<file path="config.mk">
export PLATFORM = sky130hd
export DESIGN_NAME = cmt_group
export DESIGN_NICKNAME = d
export VERILOG_FILES = /design/src/rtl/cmt_pkg.sv /design/src/rtl/cmt_prescaler.sv /design/src/rtl/cmt_channel.sv /design/src/rtl/cmt_group.sv
export SDC_FILE = /design/constraint.sdc
export NUM_CORES = 1
export LEC_CHECK = 0
export BUFFER_PORTS_ARGS = -buffer_cell sky130_fd_sc_hd__buf_2
export CAP_MARGIN = 20
export CORE_UTILIZATION = 40
export CTS_BUF_LIST = sky130_fd_sc_hd__clkbuf_8 sky130_fd_sc_hd__clkbuf_16
export DETAILED_ROUTE_END_ITERATION = 12
export GPL_ROUTABILITY_DRIVEN = 1
export GPL_TIMING_DRIVEN = 0
export SLEW_MARGIN = 20
export SYNTH_ARGS = -nofsm -noshare
export SYNTH_HDL_FRONTEND = slang
export SYNTH_SLANG_ARGS = --single-unit
</file>
<file path="constraint.sdc">
create_clock -name clk -period 6.85 [get_ports clk]
set_input_delay 1.37 -clock clk [delete_from_list [all_inputs] [get_ports clk]]
set_output_delay 1.37 -clock clk [all_outputs]
set_load 0.005 [all_outputs]
</file>
<file path="src/rtl/cmt_pkg.sv">
package cmt_pkg;

   // byte offsets inside a channel block
   localparam logic [3:0] OFF_CTRL = 4'h0;
   localparam logic [3:0] OFF_MODE = 4'h1;
   localparam logic [3:0] OFF_PINC = 4'h2;
   localparam logic [3:0] OFF_IEN  = 4'h4;
   localparam logic [3:0] OFF_STAT = 4'h5;
   localparam logic [3:0] OFF_CNT  = 4'h6;
   localparam logic [3:0] OFF_CMP  = 4'h8;

   localparam int          CH_SPAN_LG = 4;     // 16 bytes per channel
   localparam int          PSC_W      = 6;     // widest divide is 64
   localparam logic [2:0]  CLR_ON_CMP = 3'd1;

   // terminal value of the prescaler for a rate code
   function automatic logic [PSC_W-1:0] psc_mask(input logic [2:0] sel);
      case (sel)
         3'd1:    return PSC_W'(3);
         3'd2:    return PSC_W'(15);
         3'd3:    return PSC_W'(63);
         default: return '0;
      endcase
   endfunction

endpackage

</file>
<file path="src/rtl/cmt_prescaler.sv">
module cmt_prescaler
   import cmt_pkg::*;
#(
   parameter int PW = PSC_W
) (
   input  logic       clk,
   input  logic       rst_n,
   input  logic       run,
   input  logic [2:0] sel,
   output logic       tick
);

   logic [PW-1:0] div_q;
   logic [PW-1:0] lim;

   assign lim  = PW'(psc_mask(sel));
   assign tick = run && ((div_q & lim) == lim);

   always_ff @(posedge clk or negedge rst_n) begin
      if (!rst_n)
         div_q <= '0;
      else if (!run)
         div_q <= '0;
      else
         div_q <= (div_q + 1'b1) & lim;
   end


   psc_gap_chk: assert property (@(posedge clk) disable iff (!rst_n)
      (tick && sel inside {3'd1, 3'd2, 3'd3}) |=> (!tick || !$stable(sel)));

endmodule

</file>
<file path="src/rtl/cmt_channel.sv">
module cmt_channel
   import cmt_pkg::*;
#(
   parameter int CNT_W  = 16,
   parameter int DATA_W = 16
) (
   input  logic              clk,
   input  logic              rst_n,
   input  logic              run,
   input  logic              wr_ctrl,
   input  logic              wr_mode,
   input  logic              wr_pinc,
   input  logic              wr_ien,
   input  logic              wr_stat,
   input  logic              wr_cnt,
   input  logic              wr_cmp,
   input  logic              rd_stat,
   input  logic [DATA_W-1:0] wdata,
   output logic [7:0]        ctrl_o,
   output logic [7:0]        mode_o,
   output logic [7:0]        pinc_o,
   output logic [7:0]        ien_o,
   output logic              flag_o,
   output logic [CNT_W-1:0]  cnt_o,
   output logic [CNT_W-1:0]  cmp_o,
   output logic              irq_o
);

   logic [7:0]       ctrl_q, mode_q, pinc_q, ien_q;
   logic [CNT_W-1:0] cnt_q, cmp_q;
   logic             flag_q, armed_q;
   logic             tick, at_cmp, hit, clr_on;

   cmt_prescaler u_psc (
      .clk  (clk),
      .rst_n(rst_n),
      .run  (run),
      .sel  (ctrl_q[2:0]),
      .tick (tick)
   );

   assign at_cmp = (cnt_q == cmp_q);
   assign hit    = tick && at_cmp;
   assign clr_on = (ctrl_q[7:5] == CLR_ON_CMP);

   always_ff @(posedge clk or negedge rst_n) begin
      if (!rst_n) begin
         ctrl_q <= '0;
         mode_q <= '0;
         pinc_q <= '0;
         ien_q  <= '0;
         cmp_q  <= '1;
      end else begin
         if (wr_ctrl) ctrl_q <= wdata[7:0];
         if (wr_mode) mode_q <= wdata[7:0];
         if (wr_pinc) pinc_q <= wdata[7:0];
         if (wr_ien)  ien_q  <= wdata[7:0];
         if (wr_cmp)  cmp_q  <= wdata[CNT_W-1:0];
      end
   end

   always_ff @(posedge clk or negedge rst_n) begin
      if (!rst_n)
         cnt_q <= '0;
      else if (wr_cnt)
         cnt_q <= wdata[CNT_W-1:0];
      else if (tick)
         cnt_q <= (clr_on && at_cmp) ? '0 : cnt_q + 1'b1;
   end

   always_ff @(posedge clk or negedge rst_n) begin
      if (!rst_n) begin
         flag_q  <= 1'b0;
         armed_q <= 1'b0;
      end else begin
         if (hit)
            flag_q <= 1'b1;
         else if (wr_stat && !wdata[0] && armed_q)
            flag_q <= 1'b0;
         if (wr_stat)
            armed_q <= 1'b0;
         else if (rd_stat)
            armed_q <= flag_q;
      end
   end

   assign ctrl_o = ctrl_q;
   assign mode_o = mode_q;
   assign pinc_o = pinc_q;
   assign ien_o  = ien_q;
   assign flag_o = flag_q;
   assign cnt_o  = cnt_q;
   assign cmp_o  = cmp_q;
   assign irq_o  = flag_q && ien_q[0];


   halt_hold_chk: assert property (@(posedge clk) disable iff (!rst_n)
      (!run && !wr_cnt) |=> $stable(cnt_q));


   cmp_clear_chk: assert property (@(posedge clk) disable iff (!rst_n)
      (tick && clr_on && at_cmp && !wr_cnt) |=> (cnt_q == '0));


   flag_src_chk: assert property (@(posedge clk) disable iff (!rst_n)
      $rose(flag_q) |-> $past(tick && at_cmp));


   flag_keep_chk: assert property (@(posedge clk) disable iff (!rst_n)
      (flag_q && !armed_q) |=> flag_q);


   cnt_wr_prio_chk: assert property (@(posedge clk) disable iff (!rst_n)
      wr_cnt |=> (cnt_q == $past(wdata[CNT_W-1:0])));

endmodule

</file>
<file path="src/rtl/cmt_group.sv">
module cmt_group
   import cmt_pkg::*;
#(
   parameter int NUM_CH = 3,
   parameter int ADDR_W = 8,
   parameter int DATA_W = 16,
   parameter int CNT_W  = 16
) (
   input  logic              clk,
   input  logic              rst_n,
   input  logic              bus_wr,
   input  logic              bus_rd,
   input  logic [ADDR_W-1:0] bus_addr,
   input  logic [DATA_W-1:0] bus_wdata,
   output logic [DATA_W-1:0] bus_rdata,
   output logic [NUM_CH-1:0] irq
);

   localparam int              SEL_W    = ADDR_W - CH_SPAN_LG;
   localparam logic [ADDR_W-1:0] RUN_ADDR = ADDR_W'(NUM_CH << CH_SPAN_LG);

   generate
      if (NUM_CH < 1 || NUM_CH > 8) begin : g_bad_ch
         $error("NUM_CH must be 1..8");
      end
      if (CNT_W < 8 || CNT_W > DATA_W) begin : g_bad_cnt
         $error("CNT_W must be 8..DATA_W");
      end
      if (DATA_W < 8) begin : g_bad_data
         $error("DATA_W must be at least 8");
      end
      if (NUM_CH >= (1 << SEL_W)) begin : g_bad_addr
         $error("ADDR_W too narrow for the channel map");
      end
   endgenerate

   logic [3:0]       off;
   logic [SEL_W-1:0] chsel;
   logic [NUM_CH-1:0] run_q;

   logic [7:0]       ch_ctrl [NUM_CH];
   logic [7:0]       ch_mode [NUM_CH];
   logic [7:0]       ch_pinc [NUM_CH];
   logic [7:0]       ch_ien  [NUM_CH];
   logic             ch_flag [NUM_CH];
   logic [CNT_W-1:0] ch_cnt  [NUM_CH];
   logic [CNT_W-1:0] ch_cmp  [NUM_CH];

   assign off   = bus_addr[3:0];
   assign chsel = bus_addr[ADDR_W-1:CH_SPAN_LG];

   always_ff @(posedge clk or negedge rst_n) begin
      if (!rst_n)
         run_q <= '0;
      else if (bus_wr && bus_addr == RUN_ADDR)
         run_q <= bus_wdata[NUM_CH-1:0];
   end

   generate
      for (genvar i = 0; i < NUM_CH; i++) begin : g_ch
         logic sel;
         assign sel = (chsel == SEL_W'(i));

         cmt_channel #(
            .CNT_W (CNT_W),
            .DATA_W(DATA_W)
         ) u_ch (
            .clk    (clk),
            .rst_n  (rst_n),
            .run    (run_q[i]),
            .wr_ctrl(bus_wr && sel && off == OFF_CTRL),
            .wr_mode(bus_wr && sel && off == OFF_MODE),
            .wr_pinc(bus_wr && sel && off == OFF_PINC),
            .wr_ien (bus_wr && sel && off == OFF_IEN),
            .wr_stat(bus_wr && sel && off == OFF_STAT),
            .wr_cnt (bus_wr && sel && off == OFF_CNT),
            .wr_cmp (bus_wr && sel && off == OFF_CMP),
            .rd_stat(bus_rd && sel && off == OFF_STAT),
            .wdata  (bus_wdata),
            .ctrl_o (ch_ctrl[i]),
            .mode_o (ch_mode[i]),
            .pinc_o (ch_pinc[i]),
            .ien_o  (ch_ien[i]),
            .flag_o (ch_flag[i]),
            .cnt_o  (ch_cnt[i]),
            .cmp_o  (ch_cmp[i]),
            .irq_o  (irq[i])
         );
      end
   endgenerate

   always_comb begin
      bus_rdata = '0;
      if (bus_addr == RUN_ADDR)
         bus_rdata = DATA_W'(run_q);
      for (int i = 0; i < NUM_CH; i++) begin
         if (chsel == SEL_W'(i)) begin
            case (off)
               OFF_CTRL: bus_rdata = DATA_W'(ch_ctrl[i]);
               OFF_MODE: bus_rdata = DATA_W'(ch_mode[i]);
               OFF_PINC: bus_rdata = DATA_W'(ch_pinc[i]);
               OFF_IEN:  bus_rdata = DATA_W'(ch_ien[i]);
               OFF_STAT: bus_rdata = DATA_W'(ch_flag[i]);
               OFF_CNT:  bus_rdata = DATA_W'(ch_cnt[i]);
               OFF_CMP:  bus_rdata = DATA_W'(ch_cmp[i]);
               default:  bus_rdata = '0;
            endcase
         end
      end
   end

endmodule

</file>
==> results.py <==
metrics = {
    "clock_tree": {
        "cts_tree": "built",
        "clk_latency_ns": 0.54,
        "clk_path_buf_depth": 3,
        "clk_pin_slew_ns": 0.06,
        "post-cts-setup-buffer-count": 0,
        "clkSinkCount": 219,
        "cts_buffers": 25,
        "htree_levels": 1,
        "cts-resized-gates": 0,
        "postCtsHoldBufs": 0,
        "ctsRootBufferMaster": "clkbuf_16",
    },
    "global_routing": {
        "grt_max_degree": 96,
        "global_route.usage.total_pct": 25.1,
        "grt_pass1_vias": 9322,
        "grt_pass1_wl_um": 57700,
        "grt-ovfl-total": 0,
        "antenna_found_initial": 0,
    },
    "floorplanning": {
        "die_w_um": 173,
        "initial_core_util_pct": 40.9,
        "core_um2": 28800,
        "dieHeight_um": 173,
        "die_area_um2": 30100,
        "rows": 62,
        "io_pins": 47,
    },
    "synth": {
        "synth_top_cell_by_area": "dfrtp_1",
        "ys.flop_type": "dfrtp_1",
        "syn_area_um2": 11800,
        "ys_types": 62,
        "netlist_top_cells_area": "dfrtp_1 36%, mux2_2 13%, dfstp_2 11%",
        "avgSynthCellArea_um2": 10.4,
        "synth.yosys.seq_area_share_pct": 47.1,
        "ys_warn_count": 0,
        "syn-num-nets": 1160,
        "synth_cells": 1126,
        "synth-edff-count": 0,
        "synth_top_area_share_pct": 36.4,
        "ys_ff_latch": 219,
        "synthArstFlopShare_pct": 100,
    },
    "critical_path": {
        "critPathRequiredTime_ns": 5.48,
        "crit_type": "input pin to output pin",
        "crit_fanout": 10,
        "crit_path_end_kind": "output pin",
        "rr_worst_depth": 8,
        "cp.arrival_ns": 4.16,
        "startpoint_type": "input pin",
    },
    "drt": {
        "wl_per_cell_um": 23.6,
        "vias": 9615,
        "drt-initial-drc-count": 858,
        "detail_route.vias_per_cell": 6.02,
        "ant_nets": 0,
        "first_pass_iters": 9,
        "drcViolationCount": 0,
        "routed_wl_um": 37700,
    },
    "power": {
        "p_total_mw": 3.21,
        "p_per_area_nw_per_um2": 241,
        "p_leak_nw": 5.83,
        "peakVddDrop_uv": 227,
    },
    "finish": {
        "final_common_cell": "dfrtp_1",
        "final_util_pct": 46.2,
        "nets": 1229,
        "drive_above_1_share_pct": 24.1,
        "mostFrequentLayoutCells": "171 x dfrtp_1, 137 x mux2_2, 97 x nand2_1",
        "stdcell_area_um2": 13300,
        "area_growth_pct": 13.2,
        "final_cells": 1598,
        "diodes": 0,
    },
    "worst_hold_path": {
        "holdPathStages": 1,
        "worstHoldPathType": "flip-flop to flip-flop",
    },
    "placed_design": {
        "placed_cell_area_um2": 12500,
        "place_ws_ns": 1.44,
        "portBuffers": 39,
        "post-place-cells": 1552,
        "hpwl_um": 27100,
        "place_congestion": 0.932,
    },
    "sta": {
        "finClkSkew_ns": 0.0202,
        "final_max_slew_viol_count": 0,
        "finalSetupTns_ns": 0,
        "finalSetupViolCount": 0,
        "finalCriticalPeriod_ns": 5.53,
        "finalCritPeriodShare_pct": 80.7,
        "clock.fmax_mhz": 181,
        "holdWs_ns": 0.460,
        "hold_viol": 0,
        "worst_pin_slew_ns": 0.996,
        "setup_ws_ns": 1.32,
        "relSlewSlack_pct": 33.1,
        "rsz0062_at_grt": "false",
    },
    "flow_run": {
        "cap_violations": 0,
    },
    "run_status": {
        "outcome": "complete, no violations",
    },
}
[layout make-up]
type / instances / area [µm²]
fill: 2709 / 15500
multi-input combinational: 813 / 5840
sequential: 219 / 5540
clock buffer: 33 / 736
tap: 384 / 480
buffer: 81 / 332
timing repair buffer: 42 / 265
clock inverter: 13 / 60.1
inverter: 13 / 48.8
[flip-flops by register name (all words and copies together), names as in the netlist]
register and cells:
g_ch.u_ch.ien_o 24, g_ch.u_ch.cmp_o 48, g_ch.u_ch.mode_o 24, g_ch.u_ch.cnt_o 48, g_ch.u_ch.u_psc.div_q 18, g_ch.u_ch.armed_q 3, g_ch.u_ch.ctrl_o 24, g_ch.u_ch.pinc_o 24
run_q 3, g_ch.u_ch.flag_o 3
[worst max-delay path, stage by stage]
cell,delay (ns)
buf_2,0.13
buf_2,0.18
nor2_1,0.33
and2_1,0.18
clkbuf_1,0.49
clkbuf_1,0.55
a22oi_1,0.18
a31oi_1,0.37
a211o_1,0.23
buf_2,0.14
[cells in the mapped netlist, drive strengths merged, types with 15 or more instances]
library cell	count
nor4	19
nor3	19
clkbuf	58
a22oi	60
o21ai	62
nor2b	15
nand2	97
xnor2	35
nand3	38
buf	23
dfrtp	171
dfstp	48
xor2	46
nor2	66
a31oi	24
nand4	20
mux2	147
a21oi	24
[report_power, final]
part           switching (mW)  total, mW  internal (mW)
logic                   0.268      0.435          0.167
registers              0.0955       1.48           1.38
clock network           0.548       1.30          0.748
[cell families after synthesis]
logic type	synth area share, %
AO/OA/AOI/OAI	14.3
buffers and inverters	3.23
flip-flops	47.1
adder cells (fa/ha/maj)	0.638
multiplexers	15.1
AND/OR/NAND/NOR	13.6
XOR/XNOR	6.03
[path summary, 6_finish.rpt]
kind,to,startpoint,slack (ns)
worst min register to register,g_ch[1].u_ch.u_psc.div_q[0]$_DFF_PN0_,g_ch[1].u_ch.u_psc.div_q[0]$_DFF_PN0_,0.46
worst max-delay path,bus_rdata[6],bus_addr[0],1.32
worst max register to register,g_ch[2].u_ch.cnt_o[12]$_DFFE_PN0P_,g_ch[2].u_ch.cnt_o[2]$_DFFE_PN0P_,3.82
worst min-delay path,g_ch[1].u_ch.u_psc.div_q[0]$_DFF_PN0_,g_ch[1].u_ch.u_psc.div_q[0]$_DFF_PN0_,0.46
min in group asynchronous,g_ch[2].u_ch.cnt_o[14]$_DFFE_PN0P_,rst_n,0.72
max in group asynchronous,g_ch[0].u_ch.cmp_o[3]$_DFFE_PN1P_,rst_n,4.86
[metal layers]
metal	share of wire, %	vias to the layer above	track usage (%)	wire, µm
met5	0	-	0	0
met4	3.4	0	8.59	1290
met3	5.9	81	3.27	2210
met2	44	358	38.4	16700
met1	46	4897	36.6	17400
li1	-	4279	-	-
No activity file was read; power rests on OpenSTA's default activity.
